--- config.mk ---
export PLATFORM = sky130hd
export DESIGN_NAME = die_heat_regulator
export DESIGN_NICKNAME = d
export VERILOG_FILES = /design/src/rtl/heatreg_pkg.sv /design/src/rtl/heat_sample_classify.sv /design/src/rtl/heat_level_ctrl.sv /design/src/rtl/heater_bank.sv /design/src/rtl/die_heat_regulator.sv
export SDC_FILE = /design/constraint.sdc
export NUM_CORES = 1
export LEC_CHECK = 0
export BUFFER_PORTS_ARGS = -buffer_cell sky130_fd_sc_hd__clkbuf_2
export CORE_MARGIN = 3
export CORE_UTILIZATION = 60
export CTS_CLUSTER_DIAMETER = 80
export DETAILED_ROUTE_END_ITERATION = 8
export GPL_TIMING_DRIVEN = 1
export PLACE_DENSITY = 0.81
export SYNTH_ARGS = -nofsm -noshare
export SYNTH_HDL_FRONTEND = slang
export SYNTH_HIERARCHICAL = 1
export SYNTH_SLANG_ARGS = --single-unit
--- constraint.sdc ---
create_clock -name clk -period 4.64 [get_ports clk]
set_input_delay 0 -clock clk [delete_from_list [all_inputs] [get_ports clk]]
set_output_delay 0 -clock clk [all_outputs]
set_load 0.1 [all_outputs]
--- src/rtl/heatreg_pkg.sv ---
package heatreg_pkg;

    localparam int NUM_GROUPS = 4;
    localparam int LEVEL_W    = 2;

    typedef logic [LEVEL_W-1:0] level_t;

    localparam level_t LEVEL_MAX = level_t'(NUM_GROUPS - 1);

    typedef enum logic {
        MODE_STEPPED = 1'b0,
        MODE_ONOFF   = 1'b1
    } reg_mode_e;

    typedef enum logic [1:0] {
        SMP_HOLD = 2'd0,
        SMP_COLD = 2'd1,
        SMP_WARM = 2'd2,
        SMP_TRIP = 2'd3
    } sample_cls_e;

    typedef struct packed {
        level_t level;
        logic   therm_on;
    } ctrl_state_t;

endpackage

--- src/rtl/heat_sample_classify.sv ---
module heat_sample_classify
    import heatreg_pkg::*;
#(
    parameter int TEMP_W = 12
) (
    input  logic [TEMP_W-1:0] temp_code,
    input  logic [TEMP_W-1:0] setpoint,
    input  logic [TEMP_W-1:0] hyst_band,
    input  logic [TEMP_W-1:0] over_limit,
    output sample_cls_e       sample_cls
);

    localparam int WIDE_W = TEMP_W + 1;

    logic [WIDE_W-1:0] code_w;
    logic [WIDE_W-1:0] low_edge_w;
    logic [WIDE_W-1:0] high_edge_w;
    logic              is_trip;
    logic              is_cold;
    logic              is_warm;

    always_comb begin
        code_w      = {1'b0, temp_code};
        low_edge_w  = code_w + {1'b0, hyst_band};
        high_edge_w = {1'b0, setpoint} + {1'b0, hyst_band};
        is_trip     = temp_code > over_limit;
        is_cold     = low_edge_w < {1'b0, setpoint};
        is_warm     = code_w > high_edge_w;
        if (is_trip) begin
            sample_cls = SMP_TRIP;
        end else if (is_cold) begin
            sample_cls = SMP_COLD;
        end else if (is_warm) begin
            sample_cls = SMP_WARM;
        end else begin
            sample_cls = SMP_HOLD;
        end
    end

endmodule

--- src/rtl/heat_level_ctrl.sv ---
module heat_level_ctrl
    import heatreg_pkg::*;
(
    input  logic                  clk,
    input  logic                  rst,
    input  logic                  sample_valid,
    input  sample_cls_e           sample_cls,
    input  logic                  mode_onoff,
    output level_t                level_out,
    output logic [NUM_GROUPS-1:0] group_en
);

    ctrl_state_t st_d, st_q;
    reg_mode_e   mode;

    assign mode = reg_mode_e'(mode_onoff);

    always_comb begin
        st_d = st_q;
        if (sample_valid) begin
            unique case (sample_cls)
                SMP_TRIP: st_d = '0;
                SMP_COLD: begin
                    if (mode == MODE_ONOFF) begin
                        st_d.therm_on = 1'b1;
                    end else if (st_q.level != LEVEL_MAX) begin
                        st_d.level = st_q.level + level_t'(1);
                    end
                end
                SMP_WARM: begin
                    if (mode == MODE_ONOFF) begin
                        st_d.therm_on = 1'b0;
                    end else if (st_q.level != '0) begin
                        st_d.level = st_q.level - level_t'(1);
                    end
                end
                default: st_d = st_q;
            endcase
        end
    end

    always_ff @(posedge clk) begin
        if (rst) begin
            st_q <= '0;
        end else begin
            st_q <= st_d;
        end
    end

    genvar g;
    generate
        for (g = 0; g < NUM_GROUPS; g++) begin : g_en
            always_comb begin
                if (mode == MODE_ONOFF) begin
                    group_en[g] = st_q.therm_on;
                end else begin
                    group_en[g] = ({1'b0, st_q.level} > (LEVEL_W+1)'(g));
                end
            end
        end
    endgenerate

    assign level_out = st_q.level;

endmodule

--- src/rtl/heater_bank.sv ---
module heater_bank
    import heatreg_pkg::*;
#(
    parameter int GROUP_W = 64
) (
    input  logic                  clk,
    input  logic                  rst,
    input  logic [NUM_GROUPS-1:0] group_en,
    output logic [GROUP_W-1:0]    heat_obs
);

    typedef logic [NUM_GROUPS-1:0][GROUP_W-1:0] bank_t;

    bank_t bank_d, bank_q;

    genvar g;
    generate
        for (g = 0; g < NUM_GROUPS; g++) begin : g_grp
            always_comb begin
                bank_d[g] = group_en[g] ? ~bank_q[g] : bank_q[g];
            end
        end
    endgenerate

    always_ff @(posedge clk) begin
        if (rst) begin
            bank_q <= '0;
        end else begin
            bank_q <= bank_d;
        end
    end

    always_comb begin
        heat_obs = '0;
        for (int k = 0; k < NUM_GROUPS; k++) begin
            heat_obs = heat_obs ^ bank_q[k];
        end
    end

endmodule

--- src/rtl/die_heat_regulator.sv ---
module die_heat_regulator
    import heatreg_pkg::*;
#(
    parameter int TEMP_W  = 12,
    parameter int GROUP_W = 64
) (
    input  logic               clk,
    input  logic               rst,
    input  logic [TEMP_W-1:0]  temp_code,
    input  logic               temp_valid,
    input  logic [TEMP_W-1:0]  setpoint,
    input  logic [TEMP_W-1:0]  hyst_band,
    input  logic [TEMP_W-1:0]  over_limit,
    input  logic               mode_onoff,
    output logic [1:0]         heat_word,
    output logic [3:0]         group_en,
    output logic [GROUP_W-1:0] heat_obs
);

    sample_cls_e           cls;
    level_t                level;
    logic [NUM_GROUPS-1:0] en;

    heat_sample_classify #(.TEMP_W(TEMP_W)) u_classify (
        .temp_code  (temp_code),
        .setpoint   (setpoint),
        .hyst_band  (hyst_band),
        .over_limit (over_limit),
        .sample_cls (cls)
    );

    heat_level_ctrl u_ctrl (
        .clk          (clk),
        .rst          (rst),
        .sample_valid (temp_valid),
        .sample_cls   (cls),
        .mode_onoff   (mode_onoff),
        .level_out    (level),
        .group_en     (en)
    );

    heater_bank #(.GROUP_W(GROUP_W)) u_bank (
        .clk      (clk),
        .rst      (rst),
        .group_en (en),
        .heat_obs (heat_obs)
    );

    assign heat_word = level;
    assign group_en  = en;

endmodule

==> flow_metrics.tcl, run 1 <==
set metrics [dict create \
    grt_overflow 0 \
    die-height_um 152 \
    initial_core_util_pct 62.1 \
    die_w_um 152 \
    grt_util_met1_pct 27.3 \
    place_hpwl_mm 15.2 \
    grt_max_degree 158 \
    synth_nets 1421 \
    grtUsageMet3_pct 3.90 \
    cts_buffers 27 \
    cts-root-buf "clkbuf_16" \
    worst-r2r-cell-count 7 \
    max_slew_margin_pct 26.7 \
    drc 0 \
    post-route-period-util_pct 76.6 \
    yosys.area.top_type_share_pct 40.5 \
    cts.sink_count 259 \
    crit_start "setpoint[0]" \
    drt_wl_total_mm 23.4 \
    drive_gt1_share_pct 13.1 \
    tightest_slew_ns 1.10 \
    antenna_found_initial 0 \
    cts_buffer_depth 3 \
    syn_area_um2 12800 \
    met2_usage_pct 34.2 \
    timing.hold.ws_ns 0.0525 \
    timing.rr.end "u_bank/bank_q[106]" \
    drv_slew 0 \
    cts.clk_slew.worst_paths_ns 0.06 \
    synth_common_cells "394 x xnor2_1, 271 x nor2_1, 259 x dfxtp_1, 73 x xor2_1, 67 x ha_1" \
    reg2reg_from "u_ctrl/level_out[1]" \
    multi_input_area_um2 6940 \
    power.density_nw_per_um2 650 \
    syn_avg_cell_area_um2 9.85 \
    ios 122 \
    track_usage_pct 20.2 \
    grt_pass1_wl_mm 40.9 \
    place_congestion 0.881 \
    wl_per_cell_um 13.9 \
    num_vias 8402 \
    worst-setup-path-type "primary input to flop" \
    hold_path_class "primary input to flop" \
    crit_required_ns 5.04 \
    io_buffers 121 \
    synth_cells 1300 \
    regToRegSetupSlack_ns 2.26 \
    leakage_uw 0.00582 \
    cp.arrival_ns 3.95 \
    cp-endpoint "u_ctrl/level_out[0]" \
    core_um2 20600 \
    synth-main-ff-cell "dfxtp_1" \
    synth_top_area_cell "dfxtp_1" \
    postRouteAntennaNets 0 \
    vias_per_cell 4.99 \
    start_kind "primary input" \
    yosysMostFrequentCell "xnor2_1" \
    cts_tree "yes" \
    rows 52 \
    rsz0062_at_grt "false" \
    status "complete, no violations" \
    skew_ns 0.0166 \
    ys_types 54 \
    syn_to_final_growth_pct 11.3 \
    cp_max_fo 4 \
    synth_edf_count 0 \
    hold_viol_final 0 \
    diodes 0 \
    seq_area_um2 5180 \
    place_area_um2 13300 \
    endpoint_kind "flop" \
    drtIter0Drc 429 \
    fmax_mhz 281 \
    setup_viol 0 \
    dieArea_um2 23100 \
    fin_area_um2 14200 \
    tns_ns 0 \
    ir_worst_vdd_mv 0.363 \
    firstDrtPassIters 5 \
    nNetsFinal 1519 \
    cts.htree.levels 1 \
    ys_seq_elements 259 \
    nFillCells 1614 \
    synthTopCellsByArea "dfxtp_1 40%, xnor2_1 27%, nor2_1 7.9%, ha_1 6.5%, xor2_1 5.0%" \
    clock_latency_ns 0.52 \
    period_minus_slack_ns 3.55 \
    maxCapViolCount 0 \
    synth_warnings 6 \
    yosysSeqAreaShare_pct 40.5 \
    first_global_vias 8617 \
    async_reset_ff_share_pct 0 \
    busiest_layer "met2" \
]
==> flip-flops by register name, summed over array words and instances (netlist names) <==
signal and flops:
u_bank/bank_q 256, u_ctrl/level_out 2, u_ctrl/st_q 1
==> where the power goes <==
group	switching, µW	total, µW	internal (µW)
Combinational	3130	4190	1060
Sequential	254	2780	2530
Clock	866	2300	1430
==> layer usage <==
| metal | part of all wire, % | up-vias |
|---|---|---|
| met3 | 4.4 | 28 |
| met1 | 47 | 3967 |
| met2 | 47 | 147 |
| li1 | - | 4260 |
| met4 | 1.5 | 0 |
| met5 | 0 | - |
==> cells by family (layout without fill, tap and decap cells) <==
family                   after synthesis  count (layout)  share of synthesized area (%)
adder cells (fa/ha/maj)               69              69                           6.86
buffers and inverters                 95             210                           5.48
AO/OA/AOI/OAI                         84              84                           4.59
AND/OR/NAND/NOR                      322             322                           10.3
flip-flops                           259             259                           40.5
XOR/XNOR                             467             467                           31.9
multiplexers                           4               4                          0.371
==> stage by stage <==
stage	std cells	power, µW	util (%)	setup slack (ns)
2_1_floorplan	1300	6480	-	1.07
3_3_place_gp	1638	6960	64.4	0.766
3_5_place_dp	1638	7020	64.4	0.650
4_1_cts	1685	9350	69.1	1.19
5_1_grt	1685	9680	69.1	0.834
6_report	1685	9270	69.1	1.09
==> critical path, stage by stage <==
cell and delay [ns]:
clkbuf_2 0.09, ha_1 0.21, inv_1 0.07, fa_1 0.40, nor2b_1 0.17, o2111ai_1 0.14, nand3_1 0.12, a31o_1 0.15
a21oi_1 0.08, xor2_1 0.16, ha_1 0.31, nand3_1 0.09, nor2_1 0.18, a221oi_1 0.12, a221o_1 0.34, o31ai_2 0.26
inv_1 0.12, ha_1 0.19, nor2b_1 0.23, and3_4 0.24, mux2_4 0.29
==> timing repair <==
item                                    in CTS  in global routing
hold buffers                                 1                  0
endpoints found under the hold margin        1                  0
endpoints found under the setup margin       0                  0
gates resized for setup                      0                  0
buffers inserted                             0                  0
==> worst min path at each step <==
| stage | start | end | cells past startpoint |
|---|---|---|---|
| 2_1_floorplan | rst | u_ctrl/st_q[0] | 1 |
| 3_3_place_gp | temp_valid | u_ctrl/st_q[0] | 4 |
| 3_5_place_dp | temp_valid | u_ctrl/st_q[0] | 4 |
| 4_1_cts | mode_onoff | u_ctrl/st_q[0] | 4 |
| 5_1_grt | mode_onoff | u_ctrl/st_q[0] | 4 |
| 6_report | rst | u_bank/bank_q[66] | 2 |
==> cell type report <==
type,instances,share of cell area [%]
multi-input combinational,946,48.7
sequential,259,36.4
clock buffer,32,5.01
timing repair buffer,128,4.86
tap,270,2.37
clock inverter,14,1.69
inverter,36,0.948
==> layout by cell type, fill, tap and decap left out, types with 3 or more instances in the layout <==
| master | instances |
|---|---|
| a21o_1 | 16 |
| o21ai_1 | 5 |
| xnor2_1 | 394 |
| o21bai_1 | 4 |
| nor3_1 | 8 |
| clkbuf_1 | 3 |
| ha_1 | 67 |
| nand4_1 | 7 |
| o21ai_0 | 12 |
| inv_1 | 36 |
| clkbuf_16 | 27 |
| clkinvlp_4 | 3 |
| a21oi_1 | 21 |
| o21a_1 | 3 |
| bufinv_16 | 6 |
| xor2_1 | 73 |
| buf_4 | 4 |
| nor2b_1 | 6 |
| clkbuf_2 | 120 |
| nand3_1 | 7 |
| nand2_1 | 7 |
| a211oi_1 | 3 |
| dfxtp_1 | 259 |
| nor2_1 | 271 |
| nand2b_1 | 5 |
(Power assumes the default switching activity.)
==> run 2, diff against run 1 <==
==> constraint.sdc (replaced) <==
create_clock -name clk -period 3.7 [get_ports clk]
set_input_delay 0 -clock clk [delete_from_list [all_inputs] [get_ports clk]]
set_output_delay 0 -clock clk [all_outputs]
set_load 0.1 [all_outputs]
==> flow_metrics.tcl, run 2 (same netlist as run 1, synthesis figures left out) <==
set metrics [dict create \
    status "complete, no violations" \
    power.density_nw_per_um2 791 \
    fmax_mhz 295 \
    rsz0062_at_grt "false" \
    postCtsSetupRepairBufs 0 \
    num_vias 8478 \
    whs_path_depth 5 \
    hold_viol_final 0 \
    cts.htree.levels 1 \
    wl_per_cell_um 13.8 \
    worst-setup-path-type "primary input to flop" \
    timing.hold.ws_ns 0.0279 \
    drive_gt1_share_pct 13.8 \
    place_congestion 0.878 \
    cts.sink_count 259 \
    maxCapViolCount 0 \
    diodes 0 \
    leakage_uw 0.00586 \
    grt_pass1_wl_mm 41.0 \
    firstDrtPassIters 4 \
    cp_max_fo 3 \
    vias_per_cell 4.98 \
    grtUsageMet3_pct 3.36 \
    timing.rr.end "u_bank/bank_q[39]" \
    worst-r2r-cell-count 6 \
    drv_slew 0 \
    placed_cells 1656 \
    io_buffers 121 \
    die-height_um 152 \
    core_um2 20600 \
    final_core_util_pct 69.1 \
    cts-hold-fix-buffers 0 \
    place_area_um2 13400 \
    antenna_found_initial 0 \
    final-instance-count-excl-fill 1702 \
    max_flop_register "u_bank/bank_q" \
    drtIter0Drc 316 \
    cts_tree "yes" \
    final_common_cell "xnor2_1" \
    grt_util_met1_pct 27.5 \
    skew_ns 0.0152 \
    die_w_um 152 \
    largest_reg_flops 256 \
    syn_to_final_growth_pct 11.4 \
    start_kind "primary input" \
    drt_wl_total_mm 23.4 \
    initial_core_util_pct 62.1 \
    grt_max_degree 161 \
    period_minus_slack_ns 3.39 \
    reg2reg_from "u_ctrl/level_out[1]" \
    grt_overflow 0 \
    post-route-period-util_pct 91.5 \
    hold_start "temp_valid" \
    cts_resized 0 \
    postRouteAntennaNets 0 \
    max_slew_margin_pct 21.8 \
    cp.arrival_ns 3.78 \
    nNetsFinal 1535 \
    first_global_vias 8794 \
    rows 52 \
    crit_required_ns 4.10 \
    ir_worst_vdd_mv 0.642 \
    place_hpwl_mm 15.7 \
    cts-root-buf "clkbuf_16" \
    busiest_layer "met2" \
    holdPathEnd "u_ctrl/st_q[0]" \
    met2_usage_pct 33.8 \
    setup_viol 0 \
    ios 122 \
    regToRegSetupSlack_ns 1.47 \
    cts_buffer_depth 3 \
    cts.clk_slew.worst_paths_ns 0.06 \
    clock_latency_ns 0.52 \
    tightest_slew_ns 1.17 \
    cts_buffers 26 \
    fin_area_um2 14300 \
    track_usage_pct 20.3 \
    endpoint_kind "flop" \
    drc 0 \
    final_cell_mix "394 x xnor2_1, 271 x nor2_1, 259 x dfxtp_1" \
    dieArea_um2 23100 \
    hold_path_class "primary input to flop" \
]
-- run 2: changes by cell type in the layout (fill, tap and decap cells not counted) --
cell | before | now
clkinvlp_4 | 3 | 0
buf_12 | 2 | 3
clkbuf_8 | 2 | 8
bufinv_16 | 6 | 0
clkbuf_1 | 3 | 8
dlygate4sd3_1 | 1 | 0
clkinv_8 | 0 | 1
clkinv_4 | 1 | 0
buf_4 | 4 | 21
clkbuf_16 | 27 | 26
inv_6 | 1 | 0
-- run 2: cell type report --
type | instances | area, µm²
Sequential cell | 259 | 5180
Clock buffer | 42 | 791
Multi-Input combinational cell | 946 | 6940
Tap cell | 270 | 338
Clock inverter | 4 | 37.5
Fill cell | 1623 | 6360
Timing Repair Buffer | 145 | 830
Inverter | 36 | 135
-- run 2: power by group --
part           switching, µW  total [µW]  internal [µW]
clock                   1030        2490           1460
combinational           3940        5300           1360
sequential               321        3490           3170
total                   5290       11300           5990
-- run 2: worst max path at each step --
stage	start	endpoint	slack, ns	cells past startpoint
after floorplan	setpoint[0]	u_ctrl/level_out[0]	0.13	20
after global placement	setpoint[0]	u_ctrl/level_out[0]	-0.02	21
after global routing	setpoint[0]	u_ctrl/level_out[0]	0.005	21
final	setpoint[0]	u_ctrl/level_out[0]	0.31	21
after detailed placement	setpoint[0]	u_ctrl/level_out[0]	-0.15	21
after CTS	setpoint[0]	u_ctrl/level_out[0]	0.38	21
-- run 2: metal layers --
metal	routed length [µm]	vias up
met3	996	33
met5	0	-
li1	-	4304
met4	525	0
met2	11000	138
met1	11000	4003
-- run 2: worst max-delay path: stages --
cell and delay (ns):
clkbuf_2 0.09, ha_1 0.21, inv_1 0.08, fa_1 0.18, nor2b_1 0.06, o2111ai_1 0.23
nand3_1 0.14, a31o_1 0.23, a21oi_1 0.16, xor2_1 0.19, ha_1 0.27, nand3_1 0.11
nor2_1 0.07, a41o_1 0.22, a221o_1 0.30, o31ai_2 0.27, inv_1 0.12, ha_1 0.19
nor2b_1 0.17, and3_4 0.22, mux2_4 0.29
-- run 2: through the flow --
stage	setup TNS [ns]	worst slack (ns)	power, µW
after global placement	-0.0187	-0.0187	8770
final	0	0.314	11300
after CTS	0	0.382	11400
after global routing	0	0.00508	11800
after detailed placement	-0.276	-0.151	8840
after floorplan	0	0.132	8130
==> run 3, diff against run 2 <==
--- a/config.mk
+++ b/config.mk
@@ -7,11 +7,12 @@
 export LEC_CHECK = 0
 export BUFFER_PORTS_ARGS = -buffer_cell sky130_fd_sc_hd__clkbuf_2
 export CORE_MARGIN = 3
-export CORE_UTILIZATION = 60
+export CORE_UTILIZATION = 62
+export CTS_BUF_LIST = sky130_fd_sc_hd__clkbuf_8
 export CTS_CLUSTER_DIAMETER = 80
 export DETAILED_ROUTE_END_ITERATION = 8
 export GPL_TIMING_DRIVEN = 1
-export PLACE_DENSITY = 0.81
+export PLACE_DENSITY = 0.83
 export SYNTH_ARGS = -nofsm -noshare
 export SYNTH_HDL_FRONTEND = slang
 export SYNTH_HIERARCHICAL = 1
==> flow_metrics.tcl, run 3 (same netlist as run 1, synthesis figures left out) <==
set metrics [dict create \
    status "complete, no violations" \
    cts.clk_slew.worst_paths_ns 0.06 \
    antenna_found_initial 0 \
    p_seq_share_pct 31.5 \
    nNetsFinal 1546 \
    power.density_nw_per_um2 782 \
    initial_core_util_pct 64.5 \
    place_area_um2 13400 \
    post-route-period-util_pct 90.7 \
    grtUsageMet3_pct 4.06 \
    cts.htree.levels 2 \
    cts_buffers 41 \
    hold_path_class "primary input to flop" \
    diodes 0 \
    grt_pass1_wl_mm 40.9 \
    grt_overflow 0 \
    cts_tree "yes" \
    worst-r2r-cell-count 7 \
    crit_required_ns 4.11 \
    drc 0 \
    cp_slowest_stage_delay_ns 0.37 \
    period_minus_slack_ns 3.36 \
    dieArea_um2 22400 \
    rows 51 \
    hold_viol_final 0 \
    pre_cts_ws_ns -0.156 \
    fin_area_um2 14200 \
    final_common_cell "xnor2_1" \
    core_um2 19800 \
    busiest_layer "met2" \
    drt_wl_total_mm 23.9 \
    postRouteAntennaNets 0 \
    setup_viol 0 \
    cp_max_fo 3 \
    first_global_vias 8730 \
    drive_gt1_share_pct 14.6 \
    pwr-share-clk_pct 20.8 \
    placed_cells 1646 \
    swShare_pct 48.1 \
    clock_latency_ns 0.52 \
    ios 122 \
    postCtsSetupRepairBufs 0 \
    largest_reg_flops 256 \
    path_cells "clkbuf_2 > ha_1 > inv_1 > fa_1 > nor2b_1 > o2111ai_1 > nand3_1 > a31o_1 > a21oi_1 > xor2_1 > ha_1 > nand3_1 > nor2_1 > a221oi_1 > a221o_1 > o31ai_2 > inv_1 > ha_1 > nor2b_1 > and3_4 > mux2_4" \
    io_buffers 121 \
    max_flop_register "u_bank/bank_q" \
    hold_start "rst" \
    grt_util_met1_pct 28.8 \
    drtIter0Drc 401 \
    cpMaxStageDelayCell "fa_1" \
    place_congestion 0.882 \
    holdPathEnd "u_bank/bank_q[131]" \
    p_comb_share_pct 47.8 \
    worst-setup-path-type "primary input to flop" \
    reg2reg_from "u_ctrl/level_out[1]" \
    fin_ws_ns 0.343 \
    maxCapViolCount 0 \
    crit_path_frequent_cell "ha_1" \
    timing.rr.end "u_bank/bank_q[86]" \
    cp.arrival_ns 3.76 \
    endpoint_kind "flop" \
    die_w_um 150 \
    die-height_um 150 \
    num_vias 8507 \
    cts-root-buf "clkbuf_8" \
    wl_per_cell_um 14.0 \
    regToRegSetupSlack_ns 1.48 \
    final_core_util_pct 71.5 \
    syn_to_final_growth_pct 10.8 \
    skew_ns 0.00939 \
    max_slew_margin_pct 30.2 \
    power.switching_uw 5330 \
    cts.sink_count 259 \
    final-instance-count-excl-fill 1716 \
    final_cell_mix "394 x xnor2_1, 271 x nor2_1, 259 x dfxtp_1" \
    track_usage_pct 21.8 \
    place_hpwl_mm 15.5 \
    drv_slew 0 \
    vias_per_cell 4.96 \
    firstDrtPassIters 4 \
    leakage_uw 0.00588 \
    grt_max_degree 136 \
    cts_resized 0 \
    internal_power_uw 5760 \
    tightest_slew_ns 1.05 \
    met2_usage_pct 36.7 \
    whs_path_depth 2 \
    start_kind "primary input" \
    rsz0062_at_grt "false" \
    cts_buffer_depth 3 \
    ir_worst_vdd_mv 0.579 \
    cts-hold-fix-buffers 1 \
    fmax_mhz 298 \
]
## run 3: cell count changes in the layout (fill, tap and decap cells not counted), sizes merged
| cell | previous run | this run |
|---|---|---|
| buf | 25 | 20 |
| clkbuf | 162 | 171 |
| clkinv | 3 | 4 |
| clkinvlp | 0 | 2 |
| dlygate4sd3 | 0 | 1 |
| inv | 37 | 48 |
## run 3: per-layer routing
metal	vias to the layer above	wire length, µm
met2	140	11400
met1	4009	11100
met4	0	405
met5	-	0
li1	4325	-
met3	33	1020
## run 3: worst max-delay path by stage
stage / from / to / cells after the start
3_5_place_dp: setpoint[0] / u_ctrl/level_out[0] / 21
6_report: setpoint[0] / u_ctrl/level_out[0] / 21
2_1_floorplan: setpoint[0] / u_ctrl/level_out[0] / 20
3_3_place_gp: setpoint[0] / u_ctrl/level_out[0] / 21
4_1_cts: setpoint[0] / u_ctrl/level_out[0] / 21
5_1_grt: setpoint[0] / u_ctrl/level_out[0] / 21
## run 3: layout make-up
class / count / area, µm²
flip-flops and latches: 259 / 5180
fillers: 1498 / 5660
well taps: 265 / 332
clock inverters: 18 / 83.8
multi-input cells: 946 / 6940
inverters: 36 / 135
repair buffers: 141 / 802
clock buffers: 51 / 702
## run 3: worst max-delay path, delay by kind of cell
family,cells,cell delay [ns]
AO/OA/AOI/OAI,6,1.07
XOR/XNOR,1,0.15
AND/OR/NAND/NOR,6,0.93
multiplexers,1,0.29
adder cells (fa/ha/maj),4,1.03
buffers and inverters,3,0.27
## run 3: power by group through the flow
stage	combinational, µW	clock, µW	sequential (µW)
after floorplan	4630	0	3490
after global placement	5230	0	3530
after detailed placement	5290	0	3550
after CTS	5330	2370	3500
after global routing	5600	2490	3540
final	5300	2300	3490
## run 3: metrics by stage
step	setup TNS (ns)	hold slack [ns]	total power [µW]
after global routing	0	0.0750	11600
after global placement	-0.0105	0.508	8750
after CTS	0	0.0400	11200
after detailed placement	-0.298	0.512	8840
after floorplan	0	0.0691	8130
final	0	0.0252	11100
